<file path="src/rtl/pattern_bist_pkg.sv">
package pattern_bist_pkg;

  typedef enum logic [2:0] {
    ST_IDLE,
    ST_WRITE,
    ST_READ,
    ST_DRAIN,
    ST_FINISH
  } bist_state_e;

  // strobes from control to datapath
  typedef struct packed {
    logic clearAll;
    logic doWrite;
    logic doRead;
    logic addrStep;
    logic patStep;
  } bist_strobe_t;

endpackage

</file>
<file path="src/rtl/pattern_bist_ctrl.sv">
module pattern_bist_ctrl
  import pattern_bist_pkg::*;
(
  input  logic         clk,
  input  logic         rst_n,
  input  logic         start,
  input  logic         haltOnErr,
  input  logic         addrLast,
  input  logic         patLast,
  input  logic         mismatch,
  output bist_strobe_t strobe,
  output logic         busy,
  output logic         done
);

  bist_state_e state, nextState;
  logic        haltQ;

  always_comb begin
    nextState = state;
    strobe    = '0;
    unique case (state)
      ST_IDLE: begin
        if (start) begin
          strobe.clearAll = 1'b1;
          nextState       = ST_WRITE;
        end
      end
      ST_WRITE: begin
        strobe.doWrite  = 1'b1;
        strobe.addrStep = 1'b1;
        if (addrLast) nextState = ST_READ;
      end
      ST_READ: begin
        if (mismatch && haltQ) begin
          nextState = ST_FINISH;
        end else begin
          strobe.doRead   = 1'b1;
          strobe.addrStep = 1'b1;
          if (addrLast) nextState = ST_DRAIN;
        end
      end
      ST_DRAIN: begin
        if ((mismatch && haltQ) || patLast) begin
          nextState = ST_FINISH;
        end else begin
          strobe.patStep = 1'b1;
          nextState      = ST_WRITE;
        end
      end
      ST_FINISH: nextState = ST_IDLE;
      default:   nextState = ST_IDLE;
    endcase
  end

  always_ff @(posedge clk or negedge rst_n) begin
    if (!rst_n) begin
      state <= ST_IDLE;
      haltQ <= 1'b0;
    end else begin
      state <= nextState;
      if (strobe.clearAll) haltQ <= haltOnErr;
    end
  end

  assign busy = (state == ST_WRITE) || (state == ST_READ) || (state == ST_DRAIN);
  assign done = (state == ST_FINISH);


  done_pulse_chk: assert property (@(posedge clk) disable iff (!rst_n)
    done |=> !done);


  halt_stop_chk: assert property (@(posedge clk) disable iff (!rst_n)
    (haltQ && mismatch && (state == ST_READ || state == ST_DRAIN)) |=> done);


  read_after_write_chk: assert property (@(posedge clk) disable iff (!rst_n)
    (strobe.doRead && !$past(strobe.doRead)) |-> $past(strobe.doWrite && addrLast));

endmodule

</file>
<file path="src/rtl/pattern_bist_dp.sv">
module pattern_bist_dp
  import pattern_bist_pkg::*;
#(
  parameter int DATA_W  = 8,
  parameter int ADDR_W  = 4,
  parameter int LOG_W   = 3,
  parameter int NUM_PAT = 8,
  parameter int PAT_W   = 3
) (
  input  logic              clk,
  input  logic              rst_n,
  input  bist_strobe_t      strobe,
  output logic              addrLast,
  output logic              patLast,
  output logic              mismatch,
  output logic              memEn,
  output logic              memWe,
  output logic [ADDR_W-1:0] memAddr,
  output logic [DATA_W-1:0] memWdata,
  input  logic [DATA_W-1:0] memRdata,
  output logic              passed,
  output logic [PAT_W-1:0]  failPat,
  output logic [ADDR_W-1:0] failAddr,
  output logic [DATA_W-1:0] failMask
);

  logic [ADDR_W-1:0] addr;
  logic [PAT_W-1:0]  patIdx;
  logic [DATA_W-1:0] curPat, expQ;
  logic [ADDR_W-1:0] cmpAddrQ;
  logic [PAT_W-1:0]  cmpPatQ;
  logic              cmpValid, errSeen;

  function automatic logic [DATA_W-1:0] backgroundOf(input logic [PAT_W-1:0] idx);
    logic [DATA_W-1:0] v;
    int ii, kk;
    logic inv;
    ii  = int'(idx);
    inv = (ii > LOG_W);
    kk  = inv ? ii - (LOG_W + 1) : ii;
    for (int i = 0; i < DATA_W; i++) begin
      v[i] = (kk < LOG_W) ? (((i >> (LOG_W - 1 - kk)) & 1) == 0) : 1'b0;
    end
    return inv ? ~v : v;
  endfunction

  assign curPat   = backgroundOf(patIdx);
  assign addrLast = (addr == '1);
  assign patLast  = (patIdx == PAT_W'(NUM_PAT - 1));
  assign mismatch = cmpValid && (memRdata != expQ);

  assign memEn    = strobe.doWrite || strobe.doRead;
  assign memWe    = strobe.doWrite;
  assign memAddr  = addr;
  assign memWdata = curPat;
  assign passed   = !errSeen;

  always_ff @(posedge clk or negedge rst_n) begin
    if (!rst_n) begin
      addr     <= '0;
      patIdx   <= '0;
      expQ     <= '0;
      cmpAddrQ <= '0;
      cmpPatQ  <= '0;
      cmpValid <= 1'b0;
      errSeen  <= 1'b0;
      failPat  <= '0;
      failAddr <= '0;
      failMask <= '0;
    end else if (strobe.clearAll) begin
      addr     <= '0;
      patIdx   <= '0;
      cmpValid <= 1'b0;
      errSeen  <= 1'b0;
      failPat  <= '0;
      failAddr <= '0;
      failMask <= '0;
    end else begin
      if (strobe.addrStep) addr <= addr + 1'b1;
      if (strobe.patStep)  patIdx <= patIdx + 1'b1;
      cmpValid <= strobe.doRead;
      if (strobe.doRead) begin
        expQ     <= curPat;
        cmpAddrQ <= addr;
        cmpPatQ  <= patIdx;
      end
      if (mismatch && !errSeen) begin
        errSeen  <= 1'b1;
        failPat  <= cmpPatQ;
        failAddr <= cmpAddrQ;
        failMask <= expQ ^ memRdata;
      end
    end
  end


  fail_hold_chk: assert property (@(posedge clk) disable iff (!rst_n)
    (errSeen && !strobe.clearAll) |=> ($stable(failPat) && $stable(failAddr) && $stable(failMask)));


  zero_bg_chk: assert property (@(posedge clk) disable iff (!rst_n)
    (strobe.doWrite && patIdx == PAT_W'(LOG_W)) |-> (memWdata == '0));


  ones_bg_chk: assert property (@(posedge clk) disable iff (!rst_n)
    (strobe.doWrite && patLast) |-> (memWdata == '1));


  write_order_chk: assert property (@(posedge clk) disable iff (!rst_n)
    (strobe.doWrite && $past(strobe.doWrite)) |-> (memAddr == $past(memAddr) + 1'b1));

endmodule

</file>
<file path="src/rtl/pattern_bist.sv">
module pattern_bist
  import pattern_bist_pkg::*;
#(
  parameter int DATA_W = 8,
  parameter int ADDR_W = 4,
  localparam int LOG_W   = $clog2(DATA_W),
  localparam int NUM_PAT = 2 * (1 + LOG_W),
  localparam int PAT_W   = $clog2(NUM_PAT)
) (
  input  logic              clk,
  input  logic              rst_n,
  input  logic              start,
  input  logic              haltOnErr,
  output logic              busy,
  output logic              done,
  output logic              passed,
  output logic [PAT_W-1:0]  failPat,
  output logic [ADDR_W-1:0] failAddr,
  output logic [DATA_W-1:0] failMask,
  output logic              memEn,
  output logic              memWe,
  output logic [ADDR_W-1:0] memAddr,
  output logic [DATA_W-1:0] memWdata,
  input  logic [DATA_W-1:0] memRdata
);

  if (DATA_W < 4 || DATA_W > 64 || (DATA_W & (DATA_W - 1)) != 0) begin : g_badWidth
    $error("pattern_bist: DATA_W must be a power of two from 4 to 64");
  end

  bist_strobe_t strobe;
  logic addrLast, patLast, mismatch;

  pattern_bist_ctrl u_ctrl (
    .clk      (clk),
    .rst_n    (rst_n),
    .start    (start),
    .haltOnErr(haltOnErr),
    .addrLast (addrLast),
    .patLast  (patLast),
    .mismatch (mismatch),
    .strobe   (strobe),
    .busy     (busy),
    .done     (done)
  );

  pattern_bist_dp #(
    .DATA_W (DATA_W),
    .ADDR_W (ADDR_W),
    .LOG_W  (LOG_W),
    .NUM_PAT(NUM_PAT),
    .PAT_W  (PAT_W)
  ) u_dp (
    .clk     (clk),
    .rst_n   (rst_n),
    .strobe  (strobe),
    .addrLast(addrLast),
    .patLast (patLast),
    .mismatch(mismatch),
    .memEn   (memEn),
    .memWe   (memWe),
    .memAddr (memAddr),
    .memWdata(memWdata),
    .memRdata(memRdata),
    .passed  (passed),
    .failPat (failPat),
    .failAddr(failAddr),
    .failMask(failMask)
  );

endmodule

</file>
<file path="config.mk">
export PLATFORM = sky130hd
export DESIGN_NAME = pattern_bist
export DESIGN_NICKNAME = d
export VERILOG_FILES = /design/src/rtl/pattern_bist_pkg.sv /design/src/rtl/pattern_bist_ctrl.sv /design/src/rtl/pattern_bist_dp.sv /design/src/rtl/pattern_bist.sv
export SDC_FILE = /design/constraint.sdc
export NUM_CORES = 1
export LEC_CHECK = 0
export BUFFER_PORTS_ARGS = -buffer_cell sky130_fd_sc_hd__buf_2
export CORE_ASPECT_RATIO = 1.2
export CORE_UTILIZATION = 32
export CTS_BUF_LIST = sky130_fd_sc_hd__clkbuf_8
export DETAILED_ROUTE_END_ITERATION = 16
export HOLD_SLACK_MARGIN = 0.03
export SYNTH_ARGS = -nofsm -noshare
export SYNTH_HDL_FRONTEND = slang
export SYNTH_SLANG_ARGS = --single-unit
</file>
<file path="constraint.sdc">
create_clock -name clk -period 2.22 [get_ports clk]
set_clock_uncertainty 0.2 [all_clocks]
set_input_delay 0.222 -clock clk [delete_from_list [all_inputs] [get_ports clk]]
set_output_delay 0.222 -clock clk [all_outputs]
set_load 0.03 [all_outputs]
</file>
==> results of run 1 <==
timing repair:
action,4_1_cts,5_1_grt
hold buffers,2,0
pin swaps,3,3
cloned,0,1
setup buffers,2,3
hold endpoints to repair,21,0
resized for setup,19,21
endpoints found under the setup margin,8,8
cells in the mapped netlist, types with 4 or more instances:
cell type | count | area, um2
nand4_1 | 4 | 25.02
clkbuf_1 | 5 | 18.77
a211oi_1 | 8 | 60.06
xnor2_1 | 9 | 78.83
nor2_1 | 17 | 63.81
inv_1 | 5 | 18.77
dfrtp_1 | 43 | 1076
nand3_1 | 8 | 40.04
o21ai_0 | 7 | 35.03
buf_2 | 4 | 20.02
nand2_1 | 20 | 75.07
mux2_4 | 9 | 135.1
mux2_2 | 6 | 67.56
ha_1 | 10 | 125.1
xor2_1 | 6 | 52.55
a21oi_1 | 11 | 55.05
registers in the layout, indices dropped and copies added, names as in the netlist:
register / flops
u_dp.cmpAddrQ: 4
u_dp.errSeen: 1
u_dp.cmpValid: 1
u_dp.expQ: 8
u_dp.patIdx: 3
u_dp.memAddr: 4
u_dp.failMask: 8
u_dp.cmpPatQ: 3
u_dp.failAddr: 4
u_ctrl.haltQ: 1
u_dp.failPat: 3
u_ctrl.state: 3
path summary, 6_finish.rpt:
path,startpoint,end
max,u_ctrl.state[1],memEn
min,memRdata[5],u_dp.failMask[5]
max reg2reg,u_dp.expQ[2],u_dp.failMask[2]
min reg2reg,u_dp.cmpPatQ[2],u_dp.failPat[2]
max in group asynchronous,rst_n,u_ctrl.state[1]
min in group asynchronous,rst_n,u_dp.expQ[7]
stage by stage:
step / total power [mW] / cells / setup WS [ns] / TNS, ns
final: 4.166 / 352 / 0.05916 / 0
after global routing: 4.413 / 352 / -0.007391 / -0.01170
after CTS: 3.865 / 348 / -0.002819 / -0.003957
after detailed placement: 3.099 / 336 / 0.1363 / 0
after global placement: 3.080 / 336 / 0.1591 / 0
after floorplan: 2.563 / 209 / -0.1128 / -0.5716
cell type report:
cell class                 count  area (um2)  area share
multi-input combinational    150        1289      0.4261
sequential                    43        1079      0.3566
timing repair buffer          59       429.2      0.1419
tap                           87       108.9     0.03599
clock buffer                   7       96.34     0.03186
inverter                       5       18.77    0.006206
clock inverter                 1       3.754    0.001241
report_power, final:
| group | total (mW) | switching (mW) | internal (mW) | leakage (nW) |
|---|---|---|---|---|
| sequential | 1.23 | 0.214 | 1.01 | 0.575 |
| clock | 0.541 | 0.262 | 0.279 | 0.0557 |
| combinational | 2.40 | 1.36 | 1.04 | 0.831 |
| total | 4.17 | 1.83 | 2.33 | 1.46 |
layer usage:
| layer | GRT usage | part of all wire | vias up | wire, um |
|---|---|---|---|---|
| met1 | 0.1839 | 0.44 | 815 | 2146 |
| li1 | - | - | 837 | - |
| met3 | 0.02718 | 0.031 | 7 | 153 |
| met2 | 0.2319 | 0.51 | 32 | 2515 |
| met5 | 0 | 0 | - | 0 |
| met4 | 0.06481 | 0.017 | 0 | 84 |
tightest hold or removal path, cell delays in order:
cell      delay [ns]
buf_2           0.10
xnor2_2         0.12
a211oi_1        0.06
cells in the final DEF, fill, tap and decap left out, types with 3 or more instances in the layout:
cell      count
nand3_1       8
buf_4        12
nor3_1        3
a211oi_1      8
o21ai_0       7
a21oi_1      11
nand2_1      20
ha_1          8
xor2_4        6
mux2i_1       3
xnor2_2       8
inv_1         6
clkbuf_8      7
nand4_1       4
buf_6         7
dfrtp_1      41
nor2_1       17
buf_2        35
mux2_2        6
mux2_4        9
and3_1        3
kinds of logic (layout without fill, tap and decap cells):
group                      Yosys count  after routing  share of synthesized area
AOI/OAI and AO/OA                   37             37                     0.1073
xor gates and xnor gates            15             15                    0.05837
adders and majority gates           10             10                    0.05559
buffers and inverters               16             72                    0.03558
DFF                                 43             43                     0.4780
muxes                               19             19                     0.1084
and+or+nand+nor                     69             69                     0.1568
==> out/results.env, run 1 <==
TIMING.REG2REG.WORST_PATH_DEPTH=6
ASYNC_FLOP_SHARE=1.000
YS_SEQ_ELEMENTS=43
FIN_WORST_HOLD_SLACK_NS=0.04636
CLK_PATH_BUF_DEPTH=2
PLACEMENT.CELL_AREA_MM2=0.002599
DRT-PASS1-ITER-COUNT=4
SLOWEST_STAGE='dfrtp_2'
SYNTH_WARNINGS=0
STATUS='complete, no violations'
FINAL_MIN_PERIOD_OVER_CLOCK_PERIOD=0.9733
CTS_HTREE_LEVELS=2
CHIPWIDTH_UM=78.56
GRT_MAX_DEGREE=24
WORST_SLEW_MARGIN_REL=0.6774
ANT_NETS=0
FINAL-MAX-SLEW-VIOLATION-COUNT=0
DRC_ERRORS=0
GRT_ANTENNA_BEFORE_REPAIR=0
DRV_CAP=0
HOLDCRITPATHCLASS='primary input to register'
CTS_TREE='done'
NUMBER_OF_CELLS_ON_THE_CRITICAL_PATH=4
GPL.FINAL_WEIGHTED_CONGESTION=0.7516
REQUIRED_NS=1.80
POST_ROUTE_CELLS_DRIVE_ABOVE_1_SHARE=0.3962
SYNTHCELLS=209
CLK_ROOT_BUFFER_CELL='clkbuf_8'
HOLD_PATH_DEPTH=3
FILLER_CELL_COUNT=649
WORST_PIN_SLEW_NS=0.4839
FINALINSTANCEAREA_MM2=0.003024
CORE-AREA_MM2=0.006813
P_LEAK_nW=1.462
SYNTH.NET_COUNT=231
ROUTE.VIAS.TOTAL=1691
VDD_IR_DROP_MAX_V=0.0007307
TIMING.CRITICAL_PATH.MAX_DELAY_FAMILY='flip-flops'
GRT_USAGE=0.1430
OVERFLOW=0
FIRST_GLOBAL_VIAS=1633
FIRST_PASS_GRT_WIRE_LENGTH_UM=8010
FLOORPLAN.ROWS=33
LAYOUT.NETS=286
POST-ROUTE-UTIL=0.4439
TOTALWIRELENGTH_UM=4899
IO-PIN-COUNT=44
YOSYSSEQAREASHARE=0.4780
POST_SYNTH_NUM_CELL_TYPES=39
MIN_CYCLE_TIME_LAYOUT_NS=2.161
WORST_SKEW_PAIR_LATENCY_NS=0.29
WORSTSETUPENDPOINTTYPE='output port'
NUMPORTBUFFERS=43
FMAX_GHz=0.4628
CATEGORY_OF_THE_MOST_CRITICAL_SETUP_PATH='register to output port'
CTS.REPORTEDPATHS.CLKPINSLEW_NS=0.08
CLOCK_SINKS=43
ANTENNA_DIODE_COUNT=0
AREA.GROWTH.SYNTH_TO_FINAL_PCT=34.35
BUFFERING_STAGE_COUNT_ON_THE_WORST_PATH_WITH_INVERTERS_INCLUDED=1
UNREPAIRED_SETUP_ENDPOINTS_AFTER_GLOBAL_ROUTING='yes'
FP.DIEAREA_MM2=0.007375
AVGSYNTHCELLAREA_UM2=10.77
SYNTH_EDF_COUNT=0
DRT-INITIAL-DRC-COUNT=76
WL_PER_CELL_UM=13.92
VIASPERCELL=4.804
WORSTPATHMAXFANOUT=9
FLOORPLAN.INITIALDENSITY=0.3304
POWER_PER_CELL_AREA_mW_PER_MM2=1378
DIE_HEIGHT_UM=93.88
CRIT_PATH_START_KIND='register'
R2R_SETUP_SLACK_NS=0.19
FINAL_HOLD_VIOL_COUNT=0
SYN_AREA_MM2=0.002251
DP_HPWL_UM=3602
SETUP_VIOLATIONS=0
SYNTH_FF_TYPE='dfrtp_1'
WORSTPATHCELLLIST='nand2b_4 > or2_2 > o32ai_4 > buf_4'
CRITPATHMAXSTAGEDELAY_NS=0.48
TRITONCTS.NUM_BUFFERS=5
CRIT_ARRIVAL_NS=1.74
(Power assumes the default switching activity.)
==> inputs of run 2 (changes only) <==
Settings changed: PLACE_DENSITY set to 0.54.
==> out/results.env, run 2 (synthesized netlist as in run 1, its figures left out) <==
GRT_USAGE=0.1428  # -0.0002378
FINAL-MAX-SLEW-VIOLATION-COUNT=0  # unchanged
HOLDCRITPATHCLASS='primary input to register'
FIRST_GLOBAL_VIAS=1586  # -2.9%
VDD_IR_DROP_MAX_V=0.001132  # +55%
WORSTPATHCELLLIST='ha_2 > ha_2 > nor2_4 > clkbuf_16 > xor2_2 > buf_4'
HP-START='memRdata[0]'
REG.LARGEST.LIST='u_dp.expQ x8, u_dp.failMask x8'
FINAL_HOLD_VIOL_COUNT=0  # unchanged
CHIPWIDTH_UM=78.56  # unchanged
CRIT_PATH_START_KIND='register'
FINAL_MIN_PERIOD_OVER_CLOCK_PERIOD=0.9750  # +0.001678
SEQ_AREA_MM2=0.001079  # unchanged
WL_PER_CELL_UM=14.16  # +1.8%
DIE_HEIGHT_UM=93.88  # unchanged
LAYOUT.NETS=291  # +1.7%
CLOCK_SINKS=43  # unchanged
WORSTSETUPENDPOINTTYPE='output port'
TRITONCTS.NUM_BUFFERS=5  # unchanged
DRV_CAP=0  # unchanged
IO-PIN-COUNT=44  # unchanged
GRT_ANTENNA_BEFORE_REPAIR=0  # unchanged
SETUP_VIOLATIONS=0  # unchanged
SLOWEST_STAGE='dfrtp_1'
COMMONEST_NON_FILL_NON_TAP_CELL_IN_THE_LAYOUT='dfrtp_1'
UNREPAIRED_SETUP_ENDPOINTS_AFTER_GLOBAL_ROUTING='yes'
P_LEAK_nW=1.457  # -0.35%
FLOORPLAN.INITIALDENSITY=0.3304  # unchanged
CATEGORY_OF_THE_MOST_CRITICAL_SETUP_PATH='register to output port'
FP.DIEAREA_MM2=0.007375  # unchanged
WORST_PIN_SLEW_NS=0.5427  # +0.05884 ns
WORST_PATH_MOST_REPEATED_CELL='ha_2'
DRT-INITIAL-DRC-COUNT=36  # -53%
WORSTPATHMAXFANOUT=4  # -5
MIN_CYCLE_TIME_LAYOUT_NS=2.165  # +0.003724 ns
TOTALWIRELENGTH_UM=5056  # +3.2%
GPL.FINAL_WEIGHTED_CONGESTION=0.7264  # -3.4%
PLACEMENT.CELL_AREA_MM2=0.002629  # +1.2%
WORSTREG2REGEND='u_dp.expQ[4]'
FIRST_PASS_GRT_WIRE_LENGTH_UM=7948  # -0.77%
TIMING.CRITICAL_PATH.MAX_DELAY_FAMILY='flip-flops'
R2R_SETUP_SLACK_NS=0.17  # -0.02 ns
REQUIRED_NS=1.80  # about the same
CTS.REPORTEDPATHS.CLKPINSLEW_NS=0.08  # about the same
CRITPATHMAXSTAGEDELAY_NS=0.39  # -0.09 ns
DP_HPWL_UM=3682  # +2.2%
MULTI_INPUT_COMB_AREA_MM2=0.001202  # -6.7%
ANTENNA_DIODE_COUNT=0  # unchanged
VIASPERCELL=4.681  # -2.6%
AREA.GROWTH.SYNTH_TO_FINAL_PCT=31.18
FINALINSTANCEAREA_MM2=0.002953  # -2.4%
STATUS='complete, no violations'
ROUTE.VIAS.TOTAL=1671  # -1.2%
OVERFLOW=0  # unchanged
CTS_TREE='done'
TIMING.REG2REG.WORST_PATH_DEPTH=5  # -1
DRT-PASS1-ITER-COUNT=4  # unchanged
ANT_NETS=0  # unchanged
WORST_SLEW_MARGIN_REL=0.6382  # -0.03923
HOLD_PATH_DEPTH=3  # unchanged
FINAL_CELL_MIX='dfrtp_1, buf_2, buf_4'
BUFFERING_STAGE_COUNT_ON_THE_WORST_PATH_WITH_INVERTERS_INCLUDED=2  # +1
POST_ROUTE_CELLS_DRIVE_ABOVE_1_SHARE=0.4000  # +0.003774
FIN_WORST_HOLD_SLACK_NS=0.04694  # +0.0005777 ns
DRC_ERRORS=0  # unchanged
CLK_PATH_BUF_DEPTH=2  # unchanged
WORST_SKEW_PAIR_LATENCY_NS=0.29  # about the same
CORE-AREA_MM2=0.006813  # unchanged
POWER_PER_CELL_AREA_mW_PER_MM2=1353  # -1.8%
NUMPORTBUFFERS=43  # unchanged
FILLER_CELL_COUNT=673  # +3.7%
GRT_MAX_DEGREE=23  # -4.2%
TIMING.RR.START='u_dp.expQ[2]'
FMAX_GHz=0.4620  # -0.17%
WHS_ENDPOINT='u_dp.failMask[0]'
CLK_ROOT_BUFFER_CELL='clkbuf_8'
CTS_HTREE_LEVELS=2  # unchanged
FLOORPLAN.ROWS=33  # unchanged
CRIT_ARRIVAL_NS=1.74  # about the same
==> run 2: routing by layer <==
metal / GRT usage / wire length (um) / vias up
met2: 0.2304 / 2546 / 27
met4: 0.06327 / 102 / 0
met3: 0.02524 / 162 / 9
li1: - / - / 842
met5: 0 / 0 / -
met1: 0.1859 / 2244 / 793
==> run 2: final cells by class <==
cell class	count	share of cell area
clock buffers	7	0.03263
repair buffers	64	0.1504
flip-flops and latches	43	0.3653
multi-input cells	150	0.4072
clock inverters	1	0.001271
inverters	5	0.006356
well taps	87	0.03686
==> run 2: stage by stage <==
| step | setup WS [ns] | total power [mW] | util | cells | TNS (ns) |
|---|---|---|---|---|---|
| 4_1_cts | 0.002607 | 3.875 | 0.4174 | 352 | 0 |
| 2_1_floorplan | -0.1128 | 2.563 | - | 209 | -0.5716 |
| 3_5_place_dp | 0.1733 | 3.133 | 0.3859 | 340 | 0 |
| 6_report | 0.05544 | 3.996 | 0.4334 | 357 | 0 |
| 5_1_grt | -0.02279 | 4.229 | 0.4334 | 357 | -0.03537 |
| 3_3_place_gp | 0.2161 | 3.116 | 0.3859 | 340 | 0 |
==> run 2: worst max path at each step <==
stage | start | end | slack, ns | cells after the start
finish | u_dp.patIdx[0] | memWdata[6] | 0.06 | 6
global route | u_dp.expQ[6] | memEn | -0.02 | 5
CTS | u_dp.patIdx[0] | memWdata[4] | 0.003 | 6
detailed placement | u_dp.expQ[2] | u_dp.expQ[4] | 0.17 | 5
global placement | u_dp.expQ[0] | u_dp.expQ[2] | 0.22 | 5
floorplan | u_dp.patIdx[0] | u_dp.expQ[2] | -0.11 | 5
==> run 2: worst reg2reg max path, cell delays in order, from the launching register on <==
cell and delay [ns]:
dfrtp_1 0.40, xnor2_1 0.26, and4_1 0.29, a21o_1 0.24, nand2_4 0.20, mux2_4 0.35
==> run 2: what timing repair did <==
| action | in CTS | in global routing |
|---|---|---|
| setup buffers | 2 | 4 |
| gates cloned | 0 | 1 |
| hold buffers | 2 | 0 |
| setup endpoints to repair | 8 | 8 |
| resized for setup | 16 | 9 |
| pin swaps | 2 | 4 |
| hold endpoints to repair | 22 | 0 |
==> run 2: power breakdown <==
group | internal [mW] | switching, mW
Clock | 0.280 | 0.263
Combinational | 0.943 | 1.28
Sequential | 1.01 | 0.213
Total | 2.24 | 1.76
==> inputs of run 3 (changes only) <==
Settings changed: MAX_ROUTING_LAYER set to met4.
==> out/results.env, run 3 (synthesized netlist as in run 1, its figures left out) <==
DP_HPWL_UM=3682  # unchanged
TIMING.RR.START='u_dp.expQ[2]'
FILLER_CELL_COUNT=673  # unchanged
POWER_PER_CELL_AREA_mW_PER_MM2=1355  # +0.16%
CTS.REPORTEDPATHS.CLKPINSLEW_NS=0.09  # about the same
WORSTREG2REGEND='u_dp.expQ[4]'
WL_PER_CELL_UM=14.26  # +0.67%
CLK_PATH_BUF_DEPTH=2  # unchanged
DRC_ERRORS=0  # unchanged
CTS_HTREE_LEVELS=2  # unchanged
WHS_ENDPOINT='u_dp.failMask[0]'
VIASPERCELL=4.728  # +1.0%
MIN_CYCLE_TIME_LAYOUT_NS=2.171  # +0.006736 ns
DRT-PASS1-ITER-COUNT=4  # unchanged
COMMONEST_NON_FILL_NON_TAP_CELL_IN_THE_LAYOUT='dfrtp_1'
CORE-AREA_MM2=0.006813  # unchanged
WORST_PIN_SLEW_NS=0.5430  # +0.0002493 ns
TOTAL_INSTANCE_COUNT_AFTER_DETAILED_PLACEMENT=340  # unchanged
GPL.FINAL_WEIGHTED_CONGESTION=0.7351  # +1.2%
OVERFLOW=0  # unchanged
FLOORPLAN.ROWS=33  # unchanged
CRIT_PATH_START_KIND='register'
ROUTE.VIAS.TOTAL=1688  # +1.0%
SETUP_VIOLATIONS=0  # unchanged
DRT-INITIAL-DRC-COUNT=38  # +5.6%
DRV_CAP=0  # unchanged
FINAL.SETUP.TNS_NS=0  # unchanged
ANTENNA_DIODE_COUNT=0  # unchanged
DIE_HEIGHT_UM=93.88  # unchanged
FP.DIEAREA_MM2=0.007375  # unchanged
P_LEAK_nW=1.457  # unchanged
FIRST_GLOBAL_VIAS=1582  # -0.25%
FMAX_GHz=0.4606  # -0.31%
CLK_ROOT_BUFFER_CELL='clkbuf_8'
HOLD_PATH_DEPTH=3  # unchanged
CRITPATHMAXSTAGEDELAY_NS=0.39  # about the same
WORST_SLEW_MARGIN_REL=0.6380  # about the same
TIMING.REG2REG.WORST_PATH_DEPTH=5  # unchanged
TRITONCTS.NUM_BUFFERS=5  # unchanged
POST_ROUTE_CELLS_DRIVE_ABOVE_1_SHARE=0.4000  # unchanged
AREA.GROWTH.SYNTH_TO_FINAL_PCT=31.18  # unchanged
HOLDCRITPATHCLASS='primary input to register'
WORSTSETUPENDPOINTTYPE='output port'
ANT_NETS=0  # unchanged
NUMPORTBUFFERS=43  # unchanged
FINAL_MIN_PERIOD_OVER_CLOCK_PERIOD=0.9781  # +0.003034
IO-PIN-COUNT=44  # unchanged
GRT_USAGE=0.1468  # +0.003960
CRIT_ARRIVAL_NS=1.75  # about the same
UNREPAIRED_SETUP_ENDPOINTS_AFTER_GLOBAL_ROUTING='yes'
CATEGORY_OF_THE_MOST_CRITICAL_SETUP_PATH='register to output port'
FINALNONFILLERCELLS=357  # unchanged
WORSTPATHCELLLIST='ha_2 > ha_2 > nor2_4 > clkbuf_16 > xor2_2 > buf_4'
REQUIRED_NS=1.80  # about the same
FINAL-MAX-SLEW-VIOLATION-COUNT=0  # unchanged
CHIPWIDTH_UM=78.56  # unchanged
FINAL_CELL_MIX='dfrtp_1, buf_2, buf_4'
WORSTPATHMAXFANOUT=4  # unchanged
STATUS='complete, no violations'
VDD_IR_DROP_MAX_V=0.001132  # unchanged
GRT_ANTENNA_BEFORE_REPAIR=0  # unchanged
FINAL_HOLD_VIOL_COUNT=0  # unchanged
GRT_MAX_DEGREE=23  # unchanged
TOTALWIRELENGTH_UM=5090  # +0.67%
CTS_TREE='done'
WORST_PATH_MOST_REPEATED_CELL='ha_2'
CLOCK_SINKS=43  # unchanged
R2R_SETUP_SLACK_NS=0.17  # about the same
FIRST_PASS_GRT_WIRE_LENGTH_UM=7948  # unchanged
SLOWEST_STAGE='dfrtp_1'
REG.LARGEST.LIST='u_dp.expQ x8, u_dp.failMask x8'
WORST_SKEW_PAIR_LATENCY_NS=0.30  # about the same
HP-START='memRdata[0]'
FLOORPLAN.INITIALDENSITY=0.3304  # unchanged
LAYOUT.NETS=291  # unchanged
run 3: cell counts in the layout (fill, tap and decap cells not counted):
No cell type changed its count.
run 3: area by class of cell:
cell class	instances	area (um2)	area share
multi-input combinational	150	1202	0.4072
sequential	43	1079	0.3653
timing repair buffer	64	444.2	0.1504
tap	87	108.9	0.03686
clock buffer	7	96.34	0.03263
inverter	5	18.77	0.006356
clock inverter	1	3.754	0.001271
run 3: power by group:
| group | total, mW | internal, mW | switching [mW] |
|---|---|---|---|
| Combinational | 2.23 | 0.943 | 1.29 |
| Clock | 0.547 | 0.280 | 0.268 |
| Sequential | 1.23 | 1.01 | 0.213 |
| Total | 4.00 | 2.24 | 1.77 |
run 3: worst max path at each step:
stage	slack, ns	cells after the start	startpoint	endpoint
2_1_floorplan	-0.11	5	u_dp.patIdx[0]	u_dp.expQ[2]
3_3_place_gp	0.22	5	u_dp.expQ[0]	u_dp.expQ[2]
3_5_place_dp	0.17	5	u_dp.expQ[2]	u_dp.expQ[4]
4_1_cts	0.003	6	u_dp.patIdx[0]	memWdata[4]
5_1_grt	-0.02	5	u_dp.expQ[6]	memEn
6_report	0.05	6	u_dp.patIdx[0]	memWdata[6]
run 3: timing repair:
action | 4_1_cts | 5_1_grt
gates resized for setup | 16 | 9
hold buffers | 2 | 0
buffers inserted | 2 | 4
cloned | 0 | 1
hold endpoints to repair | 22 | 0
pin swaps | 2 | 4
setup endpoints to repair | 8 | 8
run 3: critical path: cells and delay by family, from the launching register on:
kind | cells | cell delay (ns)
xor gates and xnor gates | 1 | 0.15
adders and majority gates | 2 | 0.38
DFF | 1 | 0.39
and+or+nand+nor | 1 | 0.17
buffers and inverters | 2 | 0.36
run 3: routing by layer:
metal | vias to the layer above | GRT usage | wire, um
met3 | 9 | 0.02524 | 176
met1 | 806 | 0.1859 | 2241
met2 | 29 | 0.2304 | 2569
li1 | 844 | - | -
met5 | - | - | 0
met4 | 0 | 0.06327 | 102
run 3: metrics by stage:
stage / worst slack (ns) / total power, mW / hold WS, ns / utilization / instance area (um2)
floorplan: -0.1128 / 2.563 / -0.2736 / - / 2263
global placement: 0.2161 / 3.116 / 0.04017 / 0.3859 / 2629
detailed placement: 0.1733 / 3.133 / 0.04029 / 0.3859 / 2629
CTS: 0.002607 / 3.875 / 0.06260 / 0.4174 / 2844
global route: -0.02279 / 4.229 / 0.05339 / 0.4334 / 2953
finish: 0.04870 / 4.002 / 0.04661 / 0.4334 / 2953
